--- config.mk ---
export PLATFORM = sky130hd
export DESIGN_NAME = xfer_trk
export DESIGN_NICKNAME = d
export VERILOG_FILES = /design/src/rtl/xfer_trk_pkg.sv /design/src/rtl/xfer_trk_ctrl.sv /design/src/rtl/xfer_trk_dp.sv /design/src/rtl/xfer_trk.sv
export SDC_FILE = /design/constraint.sdc
export NUM_CORES = 1
export LEC_CHECK = 0
export ABC_AREA = 1
export BUFFER_PORTS_ARGS = -buffer_cell sky130_fd_sc_hd__buf_2
export CAP_MARGIN = 15
export CORE_MARGIN = 2
export CORE_UTILIZATION = 40
export CTS_CLUSTER_SIZE = 20
export DETAILED_ROUTE_END_ITERATION = 12
export GPL_ROUTABILITY_DRIVEN = 0
export GPL_TIMING_DRIVEN = 0
export SYNTH_ARGS = -nofsm -noshare
export SYNTH_HDL_FRONTEND = slang
export SYNTH_HIERARCHICAL = 1
export SYNTH_SLANG_ARGS = --single-unit
--- constraint.sdc ---
create_clock -name clk -period 2.2 [get_ports clk]
set_clock_uncertainty 0.05 [all_clocks]
set_input_delay 0.22 -clock clk [delete_from_list [all_inputs] [get_ports clk]]
set_output_delay 0.22 -clock clk [all_outputs]
set_load 0.005 [all_outputs]
--- src/rtl/xfer_trk_pkg.sv ---
package xfer_trk_pkg;

  localparam int DATA_W    = 32;
  localparam int PID_LSB   = 0;
  localparam int CNT_LSB   = 2;
  localparam int START_BIT = 31;
  localparam int CLR_BIT   = 0;

  localparam logic [1:0] SEL_XFER = 2'd0;
  localparam logic [1:0] SEL_ADDR = 2'd1;
  localparam logic [1:0] SEL_STAT = 2'd2;

  typedef enum logic [1:0] {
    PID_DATA0 = 2'b00,
    PID_DATA2 = 2'b01,
    PID_DATA1 = 2'b10,
    PID_SETUP = 2'b11
  } pid_e;

  typedef struct packed {
    logic loadXfer;
    logic loadAddr;
    logic pktAdv;
    logic beatAdv;
  } dpStrobes_t;

endpackage

--- src/rtl/xfer_trk_ctrl.sv ---
module xfer_trk_ctrl
  import xfer_trk_pkg::*;
#(
  parameter int CNT_W   = 10,
  parameter int BYTES_W = 11,
  parameter int MAX_PKT = 64
) (
  input  logic               clk,
  input  logic               rstN,
  input  logic               wrEn,
  input  logic [1:0]         wrSel,
  input  logic               startBit,
  input  logic               clrBit,
  input  logic [CNT_W-1:0]   cntField,
  input  logic               chanIsIn,
  input  logic               pktDone,
  input  logic               pktOk,
  input  logic [BYTES_W-1:0] pktBytes,
  input  logic               beat,
  input  logic [CNT_W-1:0]   curCnt,
  output logic               chanActive,
  output logic               doneIrq,
  output dpStrobes_t         strb
);

  localparam logic [CNT_W-1:0]   CNT_ONE   = CNT_W'(1);
  localparam logic [BYTES_W-1:0] SHORT_LIM = BYTES_W'(MAX_PKT);

  logic activeQ, doneQ;
  logic wrXfer, wrAddr, wrClr;
  logic startNow, startEmpty, lastPkt, shortIn, finish, doneSet;

  always_comb begin
    wrXfer     = wrEn && (wrSel == SEL_XFER) && !activeQ;
    wrAddr     = wrEn && (wrSel == SEL_ADDR) && !activeQ;
    wrClr      = wrEn && (wrSel == SEL_STAT) && clrBit;
    startNow   = wrXfer && startBit && (cntField != '0);
    startEmpty = wrXfer && startBit && (cntField == '0);

    strb.loadXfer = wrXfer;
    strb.loadAddr = wrAddr;
    strb.pktAdv   = activeQ && pktDone && pktOk;
    strb.beatAdv  = activeQ && beat;

    lastPkt = (curCnt == CNT_ONE);
    shortIn = chanIsIn && (pktBytes < SHORT_LIM);
    finish  = strb.pktAdv && (lastPkt || shortIn);
    doneSet = finish || startEmpty;
  end

  always_ff @(posedge clk) begin
    if (!rstN) begin
      activeQ <= 1'b0;
      doneQ   <= 1'b0;
    end else begin
      if (startNow)    activeQ <= 1'b1;
      else if (finish) activeQ <= 1'b0;

      if (doneSet)    doneQ <= 1'b1;
      else if (wrClr) doneQ <= 1'b0;
    end
  end

  assign chanActive = activeQ;
  assign doneIrq    = doneQ;

endmodule

--- src/rtl/xfer_trk_dp.sv ---
module xfer_trk_dp
  import xfer_trk_pkg::*;
#(
  parameter int CNT_W      = 10,
  parameter int SIZE_W     = 19,
  parameter int ADDR_W     = 32,
  parameter int BYTES_W    = 11,
  parameter int BEAT_BYTES = 4
) (
  input  logic               clk,
  input  logic               rstN,
  input  dpStrobes_t         strb,
  input  logic [1:0]         pidField,
  input  logic [CNT_W-1:0]   cntField,
  input  logic [SIZE_W-1:0]  sizeField,
  input  logic [ADDR_W-1:0]  addrField,
  input  logic               chanIsCtrl,
  input  logic [BYTES_W-1:0] pktBytes,
  output logic [1:0]         pid,
  output logic [CNT_W-1:0]   pktCnt,
  output logic [SIZE_W-1:0]  xferSize,
  output logic [ADDR_W-1:0]  bufAddr
);

  localparam logic [ADDR_W-1:0] ADDR_STEP = ADDR_W'(BEAT_BYTES);

  pid_e              pidQ, pidNext;
  logic [CNT_W-1:0]  cntQ;
  logic [SIZE_W-1:0] sizeQ, sizeNext, bytesExt;
  logic [ADDR_W-1:0] addrQ;

  always_comb begin
    unique case (pidQ)
      PID_DATA0: pidNext = PID_DATA1;
      PID_DATA1: pidNext = PID_DATA0;
      PID_SETUP: pidNext = chanIsCtrl ? PID_DATA1 : PID_SETUP;
      default:   pidNext = pidQ;
    endcase
  end

  always_comb begin
    bytesExt = SIZE_W'(pktBytes);
    sizeNext = (bytesExt >= sizeQ) ? '0 : (sizeQ - bytesExt);
  end

  always_ff @(posedge clk) begin
    if (!rstN) begin
      pidQ  <= PID_DATA0;
      cntQ  <= '0;
      sizeQ <= '0;
    end else if (strb.loadXfer) begin
      pidQ  <= pid_e'(pidField);
      cntQ  <= cntField;
      sizeQ <= sizeField;
    end else if (strb.pktAdv) begin
      pidQ  <= pidNext;
      cntQ  <= cntQ - CNT_W'(1);
      sizeQ <= sizeNext;
    end
  end

  always_ff @(posedge clk) begin
    if (!rstN)              addrQ <= '0;
    else if (strb.loadAddr) addrQ <= addrField;
    else if (strb.beatAdv)  addrQ <= addrQ + ADDR_STEP;
  end

  assign pid      = pidQ;
  assign pktCnt   = cntQ;
  assign xferSize = sizeQ;
  assign bufAddr  = addrQ;

endmodule

--- src/rtl/xfer_trk.sv ---
module xfer_trk
  import xfer_trk_pkg::*;
#(
  parameter int CNT_W      = 10,
  parameter int SIZE_W     = 19,
  parameter int ADDR_W     = 32,
  parameter int BYTES_W    = 11,
  parameter int MAX_PKT    = 64,
  parameter int BEAT_BYTES = 4
) (
  input  logic               clk,
  input  logic               rstN,
  input  logic               wrEn,
  input  logic [1:0]         wrSel,
  input  logic [31:0]        wrData,
  input  logic               chanIsCtrl,
  input  logic               chanIsIn,
  input  logic               pktDone,
  input  logic               pktOk,
  input  logic [BYTES_W-1:0] pktBytes,
  input  logic               beat,
  output logic [1:0]         pid,
  output logic [CNT_W-1:0]   pktCnt,
  output logic [SIZE_W-1:0]  xferSize,
  output logic [ADDR_W-1:0]  bufAddr,
  output logic               chanActive,
  output logic               doneIrq
);

  localparam int SIZE_LSB = CNT_LSB + CNT_W;

  dpStrobes_t strb;
  logic [CNT_W-1:0] cntField;

  assign cntField = wrData[CNT_LSB +: CNT_W];

  xfer_trk_ctrl #(
    .CNT_W  (CNT_W),
    .BYTES_W(BYTES_W),
    .MAX_PKT(MAX_PKT)
  ) u_ctrl (
    .clk       (clk),
    .rstN      (rstN),
    .wrEn      (wrEn),
    .wrSel     (wrSel),
    .startBit  (wrData[START_BIT]),
    .clrBit    (wrData[CLR_BIT]),
    .cntField  (cntField),
    .chanIsIn  (chanIsIn),
    .pktDone   (pktDone),
    .pktOk     (pktOk),
    .pktBytes  (pktBytes),
    .beat      (beat),
    .curCnt    (pktCnt),
    .chanActive(chanActive),
    .doneIrq   (doneIrq),
    .strb      (strb)
  );

  xfer_trk_dp #(
    .CNT_W     (CNT_W),
    .SIZE_W    (SIZE_W),
    .ADDR_W    (ADDR_W),
    .BYTES_W   (BYTES_W),
    .BEAT_BYTES(BEAT_BYTES)
  ) u_dp (
    .clk       (clk),
    .rstN      (rstN),
    .strb      (strb),
    .pidField  (wrData[PID_LSB +: 2]),
    .cntField  (cntField),
    .sizeField (wrData[SIZE_LSB +: SIZE_W]),
    .addrField (wrData[ADDR_W-1:0]),
    .chanIsCtrl(chanIsCtrl),
    .pktBytes  (pktBytes),
    .pid       (pid),
    .pktCnt    (pktCnt),
    .xferSize  (xferSize),
    .bufAddr   (bufAddr)
  );

endmodule

==> results of run 1 <==
per-layer routing:
layer  vias to the layer above  share of wire [%]
li1                       2700                  -
met1                      2511                 43
met2                       203                 46
met3                        42                7.0
met4                         0                3.0
met5                         -                  0
kinds of logic (layout without fill, tap and decap cells):
kind of cell    Yosys count  after routing  share of synthesized area, %
simple gates            386            386                          35.3
compound gates          132            132                          17.8
fa+ha+maj                14             14                          3.89
flops                    65             65                          27.7
buf+inv                 125            260                          10.4
xor+xnor                 26             26                          4.85
timing repair:
item / 4_1_cts / 5_1_grt
gates resized for setup: 2 / 10
hold endpoints to repair: 0 / 0
pin swaps: 0 / 1
cloned: 0 / 0
setup endpoints to repair: 39 / 35
buffers inserted: 0 / 3
final timing paths:
path / start / endpoint / slack, ps / depth (start not counted)
max: u_dp/xferSize[0]$_SDFFE_PN0P_ / u_dp/xferSize[12]$_SDFFE_PN0P_ / 140 / 13
min reg2reg: u_dp/pktCnt[2]$_SDFFE_PN0P_ / u_dp/pktCnt[2]$_SDFFE_PN0P_ / 480 / 2
max reg2reg: u_dp/xferSize[0]$_SDFFE_PN0P_ / u_dp/xferSize[12]$_SDFFE_PN0P_ / 140 / 13
min: wrData[1] / u_dp/bufAddr[1]$_SDFFE_PN0P_ / 110 / 3
layout by cell type, fill, tap and decap left out, drive strengths merged, types with 14 or more instances in the layout:
master,synthesis,final
a22oi,36,36
buf,5,125
nand3,44,44
o21ai,20,20
nand2,220,220
dfxtp,65,65
nor2,86,86
a31oi,14,14
clkbuf,18,30
xor2,22,22
inv,101,101
a21oi,53,53
where the power goes:
| group | leakage, uW | internal [uW] | switching, uW |
|---|---|---|---|
| clock network | 0.000144 | 906 | 534 |
| logic | 0.00208 | 225 | 349 |
| registers | 0.000529 | 1220 | 60.7 |
| total | 0.00275 | 2350 | 943 |
cell type report:
cell class / instances / share of cell area, %
plain buffers: 22 / 1.88
multi-input cells: 558 / 50.4
clock inverters: 3 / 0.691
well taps: 143 / 3.09
inverters: 102 / 6.67
repair buffers: 120 / 10.5
flip-flops and latches: 65 / 22.5
clock buffers: 13 / 4.32
registers in the layout, indices dropped and copies added (netlist names):
register,count
u_dp/pid,2
u_dp/bufAddr,32
u_dp/pktCnt,10
u_ctrl/chanActive,1
u_dp/xferSize,19
u_ctrl/doneIrq,1
critical path: cells and delay by family (launching register included):
family	cells	cell delay, ps
AND/OR/NAND/NOR	8	690
adder cells (fa/ha/maj)	2	600
flip-flops	1	360
buffers and inverters	2	150
AO/OA/AOI/OAI	1	60
stage by stage:
stage | instances | utilization, % | hold slack, ps | instance area (um^2) | TNS (ps)
6_report | 1026 | 50.7 | 110 | 5790 | 0
4_1_cts | 1023 | 50.4 | 101 | 5750 | 0
3_5_place_dp | 1008 | 47.8 | 448 | 5460 | -5700
5_1_grt | 1026 | 50.7 | 128 | 5790 | 0
2_1_floorplan | 748 | - | 305 | 4700 | 0
3_3_place_gp | 1008 | 47.8 | 434 | 5460 | -3450
==> results.md, run 1 <==
* Fin nets at 945
* VDD IR-drop max at 308 uV
* Initial DRC Count at 334
* CTS tree: done
* Hold bufs inserted after CTS at 0
* Busiest grt layer: met2
* Layout area overhead at 23.3%
* GRT overflow at 0
* PnR worst setup slack at 138 ps
* Multi-input logic area at 2920 um^2
* GR Layer Usage met3 at 4.91%
* Mapped Cells at 748
* Pre-antenna DRT Iters at 5
* Most frequent cell after synthesis: nand2_1
* Synth area leaders: dfxtp_1 (28%), nand2_1 (17%), inv_1 (8.0%)
* Port Buffers at 117
* Vias in the first global route at 5179
* Pin count of the biggest net entering global routing at 11
* Area share of the largest cell type after synthesis at 27.7%
* Slowest CP cell: fa_1
* Clock Latency Late Sink at 330 ps
* Area of the die at 12600 um^2
* Final period utilization at 93.7%
* Die Wd at 112 um
* Slew margin rel. at 56.1%
* Unrepaired setup endpoints after global routing: no
* Drt drc at 0
* Worst EP required at 2340 ps
* Least-Margin Pin Slew at 658 ps
* Seq cells post-synth at 65
* Max cap viols at 0
* Max Clk Rate at 485 MHz
* CP dominant cell by count: nand2_1
* Crit path max fanout at 3
* Worst Setup Start Kind: register
* Power Dens Cells at 569 nW/um^2
* Grt met1 use at 31.2%
* Crit path time final at 2060 ps
* CP peak stage delay at 400 ps
* Sequential element share of the synthesized area at 27.7%
* ANT cells at 0
* Cell Rows at 39
* Via count at 5456
* Initial antenna violation count at 0
* DP HPWL at 12.5 mm
* Synth cell count leaders: nand2_1 (209), inv_1 (100), nor2_1 (81), dfxtp_1 (65), nand3_1 (44)
* Final Max Slew Viols at 0
* First-pass GRT wire length at 25.3 mm
* Starting density of the core at 41.1%
* Final setup violation count at 0
* CP Data Arrival Time at 2210 ps
* GR Util All Layers at 24.9%
* CTS H-tree lvls at 3
* Synth async-reset ratio at 0%
* Warnings, synthesis at 6
* Vias per cell at 5.32
* Ys flop type: dfxtp_1
* Boundary pin count at 118
* Clock slew at reported path FFs at 60 ps
* Chip height at 112 um
* Post-synth EDFFs at 0
* Mapped cell area at 4700 um^2
* CP Capture Type: register
* Area leader, netlist: dfxtp_1
* Routed WL at 15.7 mm
* Power, Total at 3300 uW
* Min-delay worst type: in2reg
* Clock sinks at 65
* Total area of sequential cells at 1300 um^2
* Status: finished, final reports clean
* Unique cell type count in the Yosys netlist at 41
* Routed WL per cell at 15.3 um
* Routed Antenna Nets at 0
* Syn Nets at 815
* Synth Area per Inst at 6.28 um^2
* CTS Root Cell: clkbuf_16
* Fill count at 1235
* Final Hold Viols at 0
* Pleak at 0.00275 uW
* Place WS at -255 ps
* Met2 Track Usage GR at 41.4%
* CTS Buf Count at 9
* Critical Path, Cell by Cell: inv_1 -> ha_1 -> fa_1 -> inv_1 -> nand3_1 -> nand3_1 -> nand2_1 -> nand2_1 -> nand2_1 -> nand2_1 -> nand2_1 -> nand3_1 -> a21oi_1
* WS Path Type: reg2reg
* Core box area at 11400 um^2
* Share of layout cells above drive strength 1 at 20.4%
* Max clock buf depth at 2
Note: power is estimated with default switching activity, not from simulation.
==> inputs of run 2 (changes only) <==
--- a/config.mk
+++ b/config.mk
@@ -6,14 +6,18 @@
 export NUM_CORES = 1
 export LEC_CHECK = 0
 export ABC_AREA = 1
+export ABC_CLOCK_PERIOD_IN_PS = 2200
 export BUFFER_PORTS_ARGS = -buffer_cell sky130_fd_sc_hd__buf_2
 export CAP_MARGIN = 15
+export CELL_PAD_IN_SITES_DETAIL_PLACEMENT = 1
+export CELL_PAD_IN_SITES_GLOBAL_PLACEMENT = 1
 export CORE_MARGIN = 2
-export CORE_UTILIZATION = 40
+export CORE_UTILIZATION = 37
 export CTS_CLUSTER_SIZE = 20
 export DETAILED_ROUTE_END_ITERATION = 12
 export GPL_ROUTABILITY_DRIVEN = 0
 export GPL_TIMING_DRIVEN = 0
+export PLACE_DENSITY_LB_ADDON = 0.1
 export SYNTH_ARGS = -nofsm -noshare
 export SYNTH_HDL_FRONTEND = slang
 export SYNTH_HIERARCHICAL = 1
==> constraint.sdc (replaced) <==
create_clock -name clk -period 2.2 [get_ports clk]
set_clock_uncertainty 0.05 [all_clocks]
set_input_delay 0.11 -clock clk [delete_from_list [all_inputs] [get_ports clk]]
set_output_delay 0.11 -clock clk [all_outputs]
set_load 0.005 [all_outputs]
==> results.md, run 2 (synthesis results as in run 1) <==
* Critical Path, Cell by Cell: ha_1 -> nand3_1 -> inv_1 -> nand3_1 -> nor2_2 -> a21boi_0 -> o21ai_0 -> a21oi_1
* VDD IR-drop max at 257 uV
* Power Dens Cells at 591 nW/um^2
* Fin nets at 944
* Initial antenna violation count at 0
* Delay-heaviest family, CP: simple AND/OR/NAND/NOR gates
* Starting density of the core at 37.5%
* Place WS at -262 ps
* Pleak at 0.00277 uW
* GRT overflow at 0
* Core box area at 12500 um^2
* GR Util All Layers at 26.4%
* Initial DRC Count at 233
* Layout area overhead at 25.2%
* DP HPWL at 14.3 mm
* PnR worst setup slack at 187 ps
* CP peak stage delay at 400 ps
* Clock slew at reported path FFs at 60 ps
* Final Max Slew Viols at 0
* Max reg flops at 32
* Routed Antenna Nets at 0
* WP buf/inv at 1
* Routed WL at 17.9 mm
* Status: finished, final reports clean
* Drt drc at 0
* ANT cells at 0
* Final setup violation count at 0
* Crit path time final at 2010 ps
* Final period utilization at 91.5%
* Crit path max fanout at 5
* Vias in the first global route at 5504
* Worst Setup Start Kind: register
* CP Capture Type: register
* Die Wd at 117 um
* WS Path Type: reg2reg
* Min-delay worst type: in2reg
* Share of layout cells above drive strength 1 at 20.6%
* CTS H-tree lvls at 3
* Via count at 5534
* CP dominant cell by count: nand3_1
* Pre-antenna DRT Iters at 5
* Vias per cell at 5.25
* Most frequent standard cell in the layout excluding fill and tap cells: nand2_1
* Max Clk Rate at 497 MHz
* CP Data Arrival Time at 2150 ps
* Slowest CP cell: dfxtp_1
* CTS Root Cell: clkbuf_16
* Final Hold Viols at 0
* Unrepaired setup endpoints after global routing: yes
* Smallest hold slack at 24.8 ps
* Port Buffers at 117
* Boundary pin count at 118
* Least-Margin Pin Slew at 659 ps
* Pin count of the biggest net entering global routing at 11
* Routed WL per cell at 17.0 um
* Slew margin rel. at 56.0%
* Clock Latency Late Sink at 340 ps
* CTS Buf Count at 9
* Area of the die at 13600 um^2
* Worst EP required at 2340 ps
* Chip height at 117 um
* Cell Rows at 41
* Max clock buf depth at 2
* Max cap viols at 0
* Commonest cells after routing, fill and taps aside: nand2_1 (208), buf_2 (119), inv_1 (100)
* CTS tree: done
* First-pass GRT wire length at 27.5 mm
* Clock sinks at 65
-- run 2: power breakdown --
part	leakage, uW	switching [uW]	internal (uW)
Clock	0.000157	538	1060
Sequential	0.000529	63.1	1220
Combinational	0.00209	368	228
-- run 2: worst reg2reg max path, stage by stage, from the launching register on --
cell and delay (ps):
dfxtp_1 400, ha_1 210, nand3_1 160, inv_1 140, nand3_1 240, nor2_2 260, a21boi_0 120, o21ai_0 190
a21oi_1 100
-- run 2: worst paths after layout --
check / startpoint / endpoint / slack, ps / depth (start not counted)
setup reg to reg: u_dp/bufAddr[2]$_SDFFE_PN0N_ / u_dp/bufAddr[26]$_SDFFE_PN0N_ / 190 / 8
hold reg to reg: u_dp/pktCnt[2]$_SDFFE_PN0P_ / u_dp/pktCnt[2]$_SDFFE_PN0P_ / 480 / 2
hold / removal: wrData[0] / u_dp/bufAddr[0]$_SDFFE_PN0P_ / 20 / 3
setup / recovery: u_dp/bufAddr[2]$_SDFFE_PN0N_ / u_dp/bufAddr[26]$_SDFFE_PN0N_ / 190 / 8
-- run 2: repair_timing --
item                                   in CTS  in global routing
setup buffers                               0                  1
setup endpoints to repair                  49                 38
hold buffers                                1                  0
endpoints found under the hold margin       1                  0
resized for setup                           5                 12
pin swaps                                   1                  1
-- run 2: through the flow --
step | util, % | total power (uW) | setup TNS [ps] | cells | instance area, um^2
after floorplan | - | 1660 | 0 | 748 | 4700
after global placement | 43.9 | 1880 | -3470 | 1037 | 5500
after detailed placement | 43.9 | 1900 | -6280 | 1037 | 5500
after CTS | 46.6 | 3500 | 0 | 1053 | 5840
after global routing | 47.0 | 3640 | -28.7 | 1054 | 5880
final | 47.0 | 3480 | 0 | 1054 | 5880
-- run 2: layout make-up --
| class | count | area (um^2) |
|---|---|---|
| Inverter | 102 | 384 |
| Multi-Input combinational cell | 558 | 2930 |
| Timing Repair Buffer | 119 | 616 |
| Clock buffer | 14 | 264 |
| Fill cell | 1768 | 6640 |
| Clock inverter | 2 | 60.1 |
| Tap cell | 172 | 215 |
| Sequential cell | 65 | 1300 |
| Buffer | 22 | 110 |
-- run 2: metal layers --
metal,vias up,global-route usage [%],part of all wire (%)
li1,2695,-,-
met1,2653,32.1,43
met2,148,46.6,49
met3,38,4.10,5.5
met4,0,11.0,2.7
met5,-,0,0
==> inputs of run 3 (changes only) <==
==> constraint.sdc (replaced) <==
create_clock -name clk -period 2.2 [get_ports clk]
set_clock_uncertainty 0.05 [all_clocks]
set_input_delay 0 -clock clk [delete_from_list [all_inputs] [get_ports clk]]
set_output_delay 0 -clock clk [all_outputs]
set_load 0.005 [all_outputs]
==> results.md, run 3 (synthesis results as in run 1) <==
* Status: finished, final reports clean
* Port Buffers at 117
* Chip height at 117 um
* Final setup violation count at 0
* Critical Path, Cell by Cell: ha_1 -> nand2_1 -> inv_1 -> a21oi_2 -> nand3_1 -> nor2_1 -> nor2_4 -> buf_12 -> nand3_1 -> a21oi_1
* GR Util All Layers at 27.7%
* Seq pwr share at 36.5%
* Pre-antenna DRT Iters at 4
* Power, Total at 3530 uW
* VDD IR-drop max at 257 uV
* Least-Margin Pin Slew at 661 ps
* Clock slew at reported path FFs at 50 ps
* Placed cells at 1037
* Routed WL per cell at 17.4 um
* Combinational Power Share at 18.3%
* Power Dens Cells at 568 nW/um^2
* Hold Startpoint: wrData[3]
* Setup TNS at 0 ps
* Worst R2R Path Depth at 10
* Delay-heaviest family, CP: simple AND/OR/NAND/NOR gates
* CTS H-tree lvls at 3
* Boundary pin count at 118
* Vias in the first global route at 5751
* Most frequent standard cell in the layout excluding fill and tap cells: nand2_1
* Final Hold Viols at 0
* Max cap viols at 0
* Hold EP: u_dp/bufAddr[3]$_SDFFE_PN0N_
* Routed Antenna Nets at 0
* Crit path max fanout at 9
* CP dominant cell by count: nand3_1
* GRT overflow at 0
* CTS Buf Count at 9
* Hold path cells at 5
* Min-delay worst type: in2reg
* WS Path Type: reg2reg
* Commonest cells after routing, fill and taps aside: nand2_1 (208), buf_2 (119), inv_1 (100)
* Core box area at 12500 um^2
* Crit path time final at 2010 ps
* Post-DP Area at 5500 um^2
* CTS Root Cell: clkbuf_16
* CP Data Arrival Time at 2160 ps
* Pin count of the biggest net entering global routing at 11
* Clock Power Share at 45.2%
* CP peak stage delay at 360 ps
* Reg2reg start: u_dp/xferSize[10]$_SDFFE_PN0P_
* Initial DRC Count at 246
* Switch Pwr at 986 uW
* Max reg flops at 32
* Share of layout cells above drive strength 1 at 20.2%
* ANT cells at 0
* Clock Latency Late Sink at 340 ps
* Worst Setup Start Kind: register
* Final period utilization at 91.6%
* First-pass GRT wire length at 29.0 mm
* CTS tree: done
* Slowest CP cell: ha_1
* Initial antenna violation count at 0
* DP HPWL at 14.3 mm
* Worst EP required at 2350 ps
* Pleak at 0.00291 uW
* Internal at 2540 uW
* Sw frac at 27.9%
* CP Capture Type: register
* Clock sinks at 65
* Drt drc at 0
* Starting density of the core at 37.5%
* Die Wd at 117 um
* Max clock buf depth at 2
* Final Max Slew Viols at 0
* Capturing point of the worst reg2reg path: u_dp/xferSize[9]$_SDFFE_PN0P_
* Cell Rows at 41
* Finished Cell Area at 6210 um^2
* Routed WL at 18.9 mm
* Area of the die at 13600 um^2
* Final core occ at 49.6%
* Reg2reg setup slack at 190 ps
* Vias per cell at 5.28
* Unrepaired setup endpoints after global routing: no
* Max Clk Rate at 496 MHz
* Cell Count, Final, Fillers Out at 1087
* Via count at 5738
* Fin nets at 977
* Layout area overhead at 32.3%
* WP buf/inv at 2
* Slew margin rel. at 56.0%
## run 3: cell types whose count changed in the layout (fill, tap and decap cells not counted)
cell           previous run  this run
nand3_2                   0         1
dlygate4sd3_1             1        32
buf_4                     2         4
nand3_1                  44        43
## run 3: worst max path at each step
stage	slack, ps	endpoint	startpoint	cells past startpoint
2_1_floorplan	340	u_dp/xferSize[6]$_SDFFE_PN0P_	u_ctrl/chanActive$_SDFFE_PN0P_	9
3_3_place_gp	-160	u_dp/xferSize[2]$_SDFFE_PN0P_	u_ctrl/chanActive$_SDFFE_PN0P_	13
3_5_place_dp	-260	u_dp/bufAddr[26]$_SDFFE_PN0N_	u_ctrl/chanActive$_SDFFE_PN0P_	9
4_1_cts	20	u_dp/bufAddr[26]$_SDFFE_PN0N_	u_ctrl/chanActive$_SDFFE_PN0P_	9
5_1_grt	2	u_dp/bufAddr[31]$_SDFFE_PN0N_	u_ctrl/chanActive$_SDFFE_PN0P_	10
6_report	190	u_dp/xferSize[9]$_SDFFE_PN0P_	u_dp/xferSize[10]$_SDFFE_PN0P_	10
## run 3: through the flow
stage,hold WS (ps),setup WS [ps]
after floorplan,84.9,337
after global placement,216,-162
after detailed placement,236,-262
after CTS,2.82,17.1
after global routing,44.7,2.47
final,16.8,185
## run 3: power groups by stage
stage,clock network [uW],logic (uW),registers (uW)
after global routing,1680,713,1300
after global placement,0,565,1310
after detailed placement,0,586,1310
after CTS,1620,635,1290
final,1600,646,1290
after floorplan,0,357,1300
## run 3: area by class of cell
type	count	area, um^2
buffer	22	110
clock buffer	14	264
clock inverter	2	60.1
fill	1761	6300
inverter	102	384
multi-input combinational	558	2940
sequential	65	1300
tap	172	215
timing repair buffer	152	941
## run 3: tightest hold or removal path, stage by stage
cell	delay, ps
buf_2	120
nand2_1	80
nand3_1	80
nand2_1	50
inv_1	40
## run 3: repair_timing
item                       4_1_cts  5_1_grt
setup buffers                    0        3
resized for setup                5       13
hold endpoints to repair        53        0
hold buffers                    32        0
setup endpoints to repair       49       38
pin swaps                        1        2
## run 3: layer usage
layer,vias to the layer above,wire (um),global-route usage (%)
met5,-,0,0
met4,0,427,10.8
met3,35,961,3.58
met2,162,9600,49.9
met1,2780,7890,33.3
li1,2761,-,-
